[config.mk]
export PLATFORM = sky130hd
export DESIGN_NAME = zstk_engine
export DESIGN_NICKNAME = d
export VERILOG_FILES = /design/src/rtl/zstk_pkg.sv /design/src/rtl/zstk_alu.sv /design/src/rtl/zstk_store.sv /design/src/rtl/zstk_ctrl.sv /design/src/rtl/zstk_engine.sv
export SDC_FILE = /design/constraint.sdc
export NUM_CORES = 1
export LEC_CHECK = 0
export BUFFER_PORTS_ARGS = -buffer_cell sky130_fd_sc_hd__buf_2
export CORE_MARGIN = 2
export CORE_UTILIZATION = 60
export DETAILED_ROUTE_END_ITERATION = 10
export PLACE_DENSITY = 0.78
export SYNTH_ARGS = -nofsm -noshare
export SYNTH_HDL_FRONTEND = slang
export SYNTH_HIERARCHICAL = 1
export SYNTH_SLANG_ARGS = --single-unit
[constraint.sdc]
create_clock -name clk -period 12.8 [get_ports clk]
set_input_delay 1.28 -clock clk [delete_from_list [all_inputs] [get_ports clk]]
set_output_delay 1.28 -clock clk [all_outputs]
set_load 0.03 [all_outputs]
[src/rtl/zstk_pkg.sv]
package zstk_pkg;

    localparam int ZS_DATA_W = 32;
    localparam int ZS_DEPTH  = 16;
    localparam int ZS_ADDR_W = 32;

    typedef enum logic [2:0] {
        OP_PUSH_IMM = 3'd0,
        OP_PUSH_MEM = 3'd1,
        OP_POP_MEM  = 3'd2,
        OP_ADD      = 3'd3,
        OP_SUB      = 3'd4,
        OP_AND      = 3'd5,
        OP_OR       = 3'd6,
        OP_NOT      = 3'd7
    } zs_op_e;

    typedef enum logic {
        ST_IDLE,
        ST_FILL
    } zs_state_e;

    typedef enum logic [1:0] {
        WS_IMM,
        WS_MEM,
        WS_ALU
    } zs_wsel_e;

    function automatic logic zs_is_dyadic(zs_op_e op);
        return (op == OP_ADD) || (op == OP_SUB) || (op == OP_AND) || (op == OP_OR);
    endfunction

endpackage

[src/rtl/zstk_alu.sv]
module zstk_alu
    import zstk_pkg::*;
#(
    parameter int DATA_W = ZS_DATA_W
) (
    input  logic [2:0]        op,
    input  logic [DATA_W-1:0] opa,
    input  logic [DATA_W-1:0] opb,
    output logic [DATA_W-1:0] res
);

    always_comb begin
        unique case (zs_op_e'(op))
            OP_ADD:  res = opa + opb;
            OP_SUB:  res = opa - opb;
            OP_AND:  res = opa & opb;
            OP_OR:   res = opa | opb;
            OP_NOT:  res = ~opa;
            default: res = opa;
        endcase
    end

endmodule

[src/rtl/zstk_store.sv]
module zstk_store #(
    parameter int DATA_W = 32,
    parameter int DEPTH  = 16,
    localparam int IDX_W = $clog2(DEPTH)
) (
    input  logic              clk,
    input  logic              rst,
    input  logic              wr_en,
    input  logic [IDX_W-1:0]  wr_idx,
    input  logic [DATA_W-1:0] wr_data,
    input  logic [IDX_W-1:0]  rd_a_idx,
    output logic [DATA_W-1:0] rd_a_data,
    input  logic [IDX_W-1:0]  rd_b_idx,
    output logic [DATA_W-1:0] rd_b_data
);

    logic [DATA_W-1:0] slot_q [DEPTH];

    always_ff @(posedge clk) begin
        if (rst) begin
            for (int i = 0; i < DEPTH; i++) slot_q[i] <= '0;
        end else if (wr_en) begin
            slot_q[wr_idx] <= wr_data;
        end
    end

    assign rd_a_data = slot_q[rd_a_idx];
    assign rd_b_data = slot_q[rd_b_idx];

endmodule

[src/rtl/zstk_ctrl.sv]
module zstk_ctrl
    import zstk_pkg::*;
#(
    parameter int DEPTH  = 16,
    parameter int BYTES  = 4,
    localparam int IDX_W = $clog2(DEPTH),
    localparam int LSB   = $clog2(BYTES),
    localparam int PTR_W = $clog2(DEPTH * BYTES) + 1
) (
    input  logic             clk,
    input  logic             rst,
    input  logic             cmd_valid,
    input  logic [2:0]       cmd_op,
    output logic             cmd_ready,
    output logic             mem_req,
    output logic             mem_we,
    output logic             wr_en,
    output logic [IDX_W-1:0] wr_idx,
    output zs_wsel_e         wr_sel,
    output logic [IDX_W-1:0] top_idx,
    output logic [IDX_W-1:0] sec_idx,
    output logic             empty,
    output logic [PTR_W-1:0] tos_q,
    output logic             ovf_q,
    output logic             unf_q
);

    localparam logic [PTR_W-1:0] STEP      = PTR_W'(BYTES);
    localparam logic [PTR_W-1:0] TOS_EMPTY = {PTR_W{1'b0}} - STEP;
    localparam logic [PTR_W-1:0] TOS_FULL  = PTR_W'((DEPTH - 1) * BYTES);

    zs_state_e        st_q, st_d;
    logic [PTR_W-1:0] tos_d;
    logic             ovf_d, unf_d;
    logic             full, has_two;
    logic [IDX_W-1:0] push_idx;
    zs_op_e           op;

    assign op       = zs_op_e'(cmd_op);
    assign top_idx  = tos_q[LSB +: IDX_W];
    assign sec_idx  = top_idx - IDX_W'(1);
    assign push_idx = top_idx + IDX_W'(1);
    assign empty    = (tos_q == TOS_EMPTY);
    assign full     = (tos_q == TOS_FULL);
    assign has_two  = !empty && (tos_q != '0);

    always_comb begin
        st_d      = st_q;
        tos_d     = tos_q;
        ovf_d     = ovf_q;
        unf_d     = unf_q;
        wr_en     = 1'b0;
        wr_idx    = top_idx;
        wr_sel    = WS_ALU;
        mem_req   = 1'b0;
        mem_we    = 1'b0;
        cmd_ready = (st_q == ST_IDLE);

        if (st_q == ST_FILL) begin
            wr_en  = 1'b1;
            wr_idx = push_idx;
            wr_sel = WS_MEM;
            tos_d  = tos_q + STEP;
            st_d   = ST_IDLE;
        end else if (cmd_valid) begin
            unique case (op)
                OP_PUSH_IMM: begin
                    if (full) ovf_d = 1'b1;
                    else begin
                        wr_en  = 1'b1;
                        wr_idx = push_idx;
                        wr_sel = WS_IMM;
                        tos_d  = tos_q + STEP;
                    end
                end
                OP_PUSH_MEM: begin
                    if (full) ovf_d = 1'b1;
                    else begin
                        mem_req = 1'b1;
                        st_d    = ST_FILL;
                    end
                end
                OP_POP_MEM: begin
                    if (empty) unf_d = 1'b1;
                    else begin
                        mem_req = 1'b1;
                        mem_we  = 1'b1;
                        tos_d   = tos_q - STEP;
                    end
                end
                OP_NOT: begin
                    if (empty) unf_d = 1'b1;
                    else begin
                        wr_en  = 1'b1;
                        wr_idx = top_idx;
                    end
                end
                default: begin
                    if (!has_two) unf_d = 1'b1;
                    else if (zs_is_dyadic(op)) begin
                        wr_en  = 1'b1;
                        wr_idx = sec_idx;
                        tos_d  = tos_q - STEP;
                    end
                end
            endcase
        end
    end

    always_ff @(posedge clk) begin
        if (rst) begin
            st_q  <= ST_IDLE;
            tos_q <= TOS_EMPTY;
            ovf_q <= 1'b0;
            unf_q <= 1'b0;
        end else begin
            st_q  <= st_d;
            tos_q <= tos_d;
            ovf_q <= ovf_d;
            unf_q <= unf_d;
        end
    end

endmodule

[src/rtl/zstk_engine.sv]
module zstk_engine
    import zstk_pkg::*;
#(
    parameter int DATA_W  = ZS_DATA_W,
    parameter int DEPTH   = ZS_DEPTH,
    parameter int ADDR_W  = ZS_ADDR_W,
    localparam int BYTES  = DATA_W / 8,
    localparam int PTR_W  = $clog2(DEPTH * BYTES) + 1
) (
    input  logic              clk,
    input  logic              rst,
    input  logic              cmd_valid,
    output logic              cmd_ready,
    input  logic [2:0]        cmd_op,
    input  logic [DATA_W-1:0] cmd_data,
    output logic              mem_req,
    output logic              mem_we,
    output logic [ADDR_W-1:0] mem_addr,
    output logic [DATA_W-1:0] mem_wdata,
    input  logic [DATA_W-1:0] mem_rdata,
    output logic [PTR_W-1:0]  tos_addr,
    output logic [DATA_W-1:0] top_data,
    output logic              err_ovf,
    output logic              err_unf
);

    localparam int IDX_W = $clog2(DEPTH);

    logic              wr_en;
    logic [IDX_W-1:0]  wr_idx, top_idx, sec_idx;
    zs_wsel_e          wr_sel;
    logic              empty;
    logic [DATA_W-1:0] wr_data, top_word, sec_word, alu_res;

    zstk_ctrl #(
        .DEPTH (DEPTH),
        .BYTES (BYTES)
    ) u_ctrl (
        .clk       (clk),
        .rst       (rst),
        .cmd_valid (cmd_valid),
        .cmd_op    (cmd_op),
        .cmd_ready (cmd_ready),
        .mem_req   (mem_req),
        .mem_we    (mem_we),
        .wr_en     (wr_en),
        .wr_idx    (wr_idx),
        .wr_sel    (wr_sel),
        .top_idx   (top_idx),
        .sec_idx   (sec_idx),
        .empty     (empty),
        .tos_q     (tos_addr),
        .ovf_q     (err_ovf),
        .unf_q     (err_unf)
    );

    zstk_store #(
        .DATA_W (DATA_W),
        .DEPTH  (DEPTH)
    ) u_store (
        .clk       (clk),
        .rst       (rst),
        .wr_en     (wr_en),
        .wr_idx    (wr_idx),
        .wr_data   (wr_data),
        .rd_a_idx  (top_idx),
        .rd_a_data (top_word),
        .rd_b_idx  (sec_idx),
        .rd_b_data (sec_word)
    );

    zstk_alu #(
        .DATA_W (DATA_W)
    ) u_alu (
        .op  (cmd_op),
        .opa (top_word),
        .opb (sec_word),
        .res (alu_res)
    );

    always_comb begin
        unique case (wr_sel)
            WS_IMM:  wr_data = cmd_data;
            WS_MEM:  wr_data = mem_rdata;
            default: wr_data = alu_res;
        endcase
    end

    assign mem_addr  = cmd_data[ADDR_W-1:0];
    assign mem_wdata = top_word;
    assign top_data  = empty ? '0 : top_word;

endmodule

After elaboration in Yosys (flattened, before gate mapping)
Memory sizes are Yosys's and may differ from the RTL's. A register that Yosys moved wholly into a read port is not among the register bits.
Index checks and enable logic that the tools add are counted.
{ "classes": {"addsub": 6, "mul": 0, "div": 0, "magnitude_cmp": 0, "n_eq_ne": 15, "n_shift": 0, "n_mux": 46, "bitwise": 7, "reduce_logical": 21} }
{ "op_table": {"columns": ["operator", "count"], "rows": [
  ["one-hot mux 32 bit (5 select lines)", 1],
  ["two-way mux 32 bit", 2],
  ["one-hot mux 32 bit (2 select lines)", 1],
  ["two-way mux 7 bit", 6],
  ["adder 32 bit", 1],
  ["AND 32 bit", 1],
  ["two-way mux 4 bit", 8],
  ["inverter 32 bit", 1],
  ["OR 32 bit", 1],
  ["OR reduction 32 bit", 1],
  ["subtractor 32 bit", 1],
  ["one-hot mux 7 bit (3 select lines)", 1],
  ["two-way mux 1 bit", 19],
  ["equality test 3 bit, second input constant", 4],
  ["two-way mux 2 bit", 4],
  ["one-hot mux 4 bit (2 select lines)", 1],
  ["nonzero test 4 bit", 2],
  ["OR reduction 2 bit", 4],
  ["adder 7 x 3 -> 7 bit, second input constant", 1],
  ["equality test 7 x 6 -> 1 bit, second input constant", 1],
  ["equality test 7 bit, second input constant", 1],
  ["nonzero test 7 bit", 1],
  ["subtractor 7 x 3 -> 7 bit, second input constant", 1],
  ["equality test 3 x 2 -> 1 bit, second input constant", 2],
  ["other kinds (21)", 29]
]} }
{ "totals": {"regBits": 10, "latchBits": 0, "ram_bits": 512, "rom_bits": 0, "inputBits": 70, "output_inout_bits": 108, "elab_cells": 100, "n_memories": 1} }
{ "mem_list": {"columns": ["memory", "words", "width", "rd", "rd_clocked_by_memory_dff", "wr", "line_no", "source"], "rows": [
  ["u_store.slot_q", 16, 32, 2, 1, 16, "zstk_store.sv:17", "logic [DATA_W-1:0] slot_q [DEPTH];"]
]} }

Depth between registers and ports, before layout
{ "logic_depth": {"ltp_word": 14, "mapped_depth": 30, "ltp_nobuf": 26} }

By module
The synthesis kept the hierarchy.
{ "modules_own_cells": {"columns": ["mod", "n_inst", "cells_each", "area_each_um2", "seq_area_each_um2"], "rows": [
  ["zstk_store", 1, 1687, 26581.7, 15374.7],
  ["zstk_alu", 1, 631, 3943.8, 0.0],
  ["zstk_engine", 1, 174, 1188.6, 0.0],
  ["zstk_ctrl", 1, 129, 987.2, 160.2]
]} }

Least setup slack after synthesis
No wires, ideal clock.
{ "synth_path": {"path_kind": "flip-flop to flip-flop", "start": "register u_ctrl.tos_q[2]", "end": "memory u_store.slot_q[8][31], data pin", "setup_ns": 0.132, "arrival_ns": 6.630, "t_required_ns": 12.668, "path_slack_ns": 6.037, "stages_incl_launch_ff": 30, "n_path_buf": 5, "synth_period_minus_slack_ns": 6.763, "cell_sequence": "dfxtp_1 clkbuf_1 inv_1 ha_1 inv_1 buf_2 buf_1 mux4_2 a22oi_1 nand2_1 or4_4 buf_6 nor4_1 nand3b_1 nor2_1 a21oi_1 xnor2_1 ha_1 nand2_1 nor2_1 o41ai_1 nand2_1 a22o_1 or4_1 a311oi_1 o21a_1 nand2_1 o21ai_0 clkbuf_1 and2_1"} }
{ "synth_rtl": {"columns": ["item", "line_no", "source"], "rows": [
  ["from (decl)", "zstk_ctrl.sv:23", "output logic [PTR_W-1:0] tos_q,"],
  ["from (signal assigned)", "zstk_ctrl.sv:118", "tos_q <= tos_d;"],
  ["to (decl)", "zstk_store.sv:17", null]
]} }

==> flow_metrics.tcl <==
set metrics [dict create \
    outcome "finished, final reports clean" \
    finalSetupTns_ns 0 \
    synth_edf_count 512 \
    synth_seq_area_share_pct 47.51 \
    port_buffers 175 \
    timing.rr.end "u_store/slot_q[0][31]$_SDFFCE_PN0P_" \
    critPathMostFrequentCell "nand2_1" \
    routed_wl_um 109500 \
    clock-sinks 520 \
    cts_hold_buf 0 \
    crit_path_start "u_ctrl/tos_q[2]$_SDFFE_PP1P_" \
    synth_ff_type "edfxtp_1" \
    rsz0062_at_grt "false" \
    required_ns 13.28 \
    grtUsageTotal_pct 38.74 \
    max_stage_delay_ns 0.78 \
    synth.area.top_cells "edfxtp_1 (47%), mux4_2 (18%), and2_1 (9.3%), a22oi_1 (3.0%), nand2_1 (1.9%)" \
    ant_nets 0 \
    clk_latency_ns 0.63 \
    route.detailed.wl_per_inst_um 32.34 \
    cp_top_family "simple AND/OR/NAND/NOR gates" \
    synthTopCellsByCount "edfxtp_1 (512), and2_1 (486), mux4_2 (256), nand2_1 (168), clkbuf_1 (148)" \
    ys_ff_latch 520 \
    die_y_um 237.5 \
    drive_above_1_share_pct 25.17 \
    syn_to_final_growth_pct 8.624 \
    holdPathEnd "u_ctrl/ovf_q$_SDFFE_PP0P_" \
    synth_warnings 6 \
    initial_utilization_pct 60.77 \
    hold_path_depth 2 \
    first_pass_iters 8 \
    num_rows 85 \
    synth_area_sq_um 32700 \
    yosys.area.top_type "edfxtp_1" \
    async_reset_ff_share_pct 0 \
    hpwl_um 62990 \
    drc 0 \
    maxCapViolCount 0 \
    diodes 0 \
    fin_worst_skew_ns 0.02729 \
    rrSetupSlack_ns 4.03 \
    first_global_vias 24020 \
    cts-resized-gates 0 \
    peakVddDrop_mv 0.1166 \
    finalSetupViolCount 0 \
    postCtsSetupRepairBufs 0 \
    met3_usage_pct 11.51 \
    synth_top_area_share_pct 47.02 \
    leakage_nw 13.48 \
    tightestPinTransition_ns 1.391 \
    endpoint_kind "flop" \
    cts_tree "yes" \
    dieArea_sq_um 56380 \
    rr_startpoint "u_ctrl/tos_q[2]$_SDFFE_PP1P_" \
    clock.fmax_mhz 114.0 \
    cp.arrival_ns 9.25 \
    cts_buffer_depth 3 \
    slew_headroom_pct 7.076 \
    cts_root_buf "clkbuf_16" \
    core_area_sq_um 53810 \
    grt_use_met1_pct 52.34 \
    die_w_um 237.5 \
    vias 24930 \
    top_usage_layer "met2" \
    design_area_sq_um 35520 \
    gp_congestion 0.9682 \
    antenna_found_initial 10 \
    path_max_fanout 47 \
    drt_iter0_drc 4571 \
    crit_path_top_delay_cell "dfxtp_4" \
    fin_crit_ns 8.772 \
    power_density_nw_per_um2 136.9 \
    fin_nets 2757 \
    finalCritPeriodShare_pct 68.53 \
    grt_max_degree 91 \
    ys_types 94 \
    overflow 0 \
    grt_pass1_wl_um 157900 \
    met2_usage_pct 58.00 \
    synth.most_common_cell "edfxtp_1" \
    hold_violations 0 \
    cts.reportedPaths.clkPinSlew_ns 0.06 \
    cp-start-kind "flop" \
    critPathBufInv 4 \
    placed_area_sq_um 33760 \
    critPathKind "flop to flop" \
    cts_inserted_buffers 56 \
    boundaryPins 178 \
    viasPerCell 7.364 \
    ctsHtreeMaxLevel 2 \
    synthCells 2621 \
    r2r_cells 26 \
    slew_viol_final 0 \
    min_from "u_ctrl/ovf_q$_SDFFE_PP0P_" \
    hp-class "flop to flop" \
    syn_area_per_cell_sq_um 12.48 \
]
flip-flops by register name, indices dropped and copies added (netlist names):
signal          cells
u_ctrl/unf_q        1
u_ctrl/st_q         1
u_ctrl/tos_q        5
u_store/slot_q    512
u_ctrl/ovf_q        1
per-stage QoR:
stage,power [mW],setup slack [ns],utilization [%],hold WS [ns],cells
final,4.861,4.028,66.01,0.4708,3386
after global placement,3.216,4.272,62.73,0.4597,3284
after floorplan,2.904,6.037,-,0.6046,2622
after global routing,5.002,3.587,66.01,0.4935,3386
after CTS,4.822,4.197,66.01,0.4741,3386
after detailed placement,3.247,4.227,62.73,0.4597,3284
worst max-delay path by stage:
stage | end | depth (start not counted)
final | u_store/slot_q[0][31]$_SDFFCE_PN0P_ | 26
after global routing | u_store/slot_q[0][31]$_SDFFCE_PN0P_ | 26
after CTS | u_store/slot_q[0][31]$_SDFFCE_PN0P_ | 26
after detailed placement | u_store/slot_q[0][31]$_SDFFCE_PN0P_ | 26
after global placement | u_store/slot_q[0][31]$_SDFFCE_PN0P_ | 26
after floorplan | u_store/slot_q[8][31]$_SDFFCE_PN0P_ | 29
where the power goes:
part           total, mW  leakage [nW]  internal, mW  switching [mW]
Sequential          1.99          5.36          1.94          0.0462
Clock               1.60         0.857         0.915           0.687
Combinational       1.27          7.27         0.447           0.824
worst register-to-register path, delay by kind of cell, from the launching register on:
family                   cells  cell delay, ns
XOR/XNOR                     1            0.14
multiplexers                 1            0.43
adder cells (fa/ha/maj)      2            0.83
flip-flops                   1            0.78
AO/OA/AOI/OAI                7            1.91
buffers and inverters        4            1.68
AND/OR/NAND/NOR             11            2.83
layout by cell type (no fill, tap or decap), types with 31 or more instances in the layout:
master / Yosys / routed
ha_1: 40 / 39
nor3_1: 34 / 31
buf_4: 42 / 57
mux2i_1: 36 / 36
o21ai_0: 69 / 68
and2_2: 32 / 34
o21ai_1: 35 / 36
nor2_1: 67 / 56
edfxtp_1: 512 / 512
and2_1: 486 / 484
a22oi_1: 131 / 131
a21oi_1: 90 / 89
mux4_2: 256 / 256
buf_2: 40 / 174
nand2_1: 168 / 168
clkbuf_16: 0 / 57
layout make-up:
type	count	area, sq um
fillers	3881	18290
multi-input cells	1807	15920
flip-flops and latches	520	15550
clock buffers	72	1483
repair buffers	231	1299
well taps	696	870.8
clock inverters	30	281.5
inverters	30	122.6
cells by family (layout without fill, tap and decap cells):
group / count (synthesis) / in the layout / synth area share, %
simple gates: 948 / 948 / 16.78
flops: 520 / 520 / 47.51
compound gates: 471 / 471 / 9.653
mux: 295 / 295 / 18.84
buf+inv: 295 / 363 / 4.285
xor+xnor: 50 / 50 / 1.339
fa+ha+maj: 41 / 41 / 1.592
other cells: 1 / 2 / 0.01147
routing by layer:
layer	wire length, um	share of wire [%]	vias to the layer above
li1	-	-	9990
met1	38130	35	12170
met2	48050	44	2332
met3	17560	16	438
met4	5659	5.2	4
met5	105	0.096	-
Power figures use the tool's default switching activity.
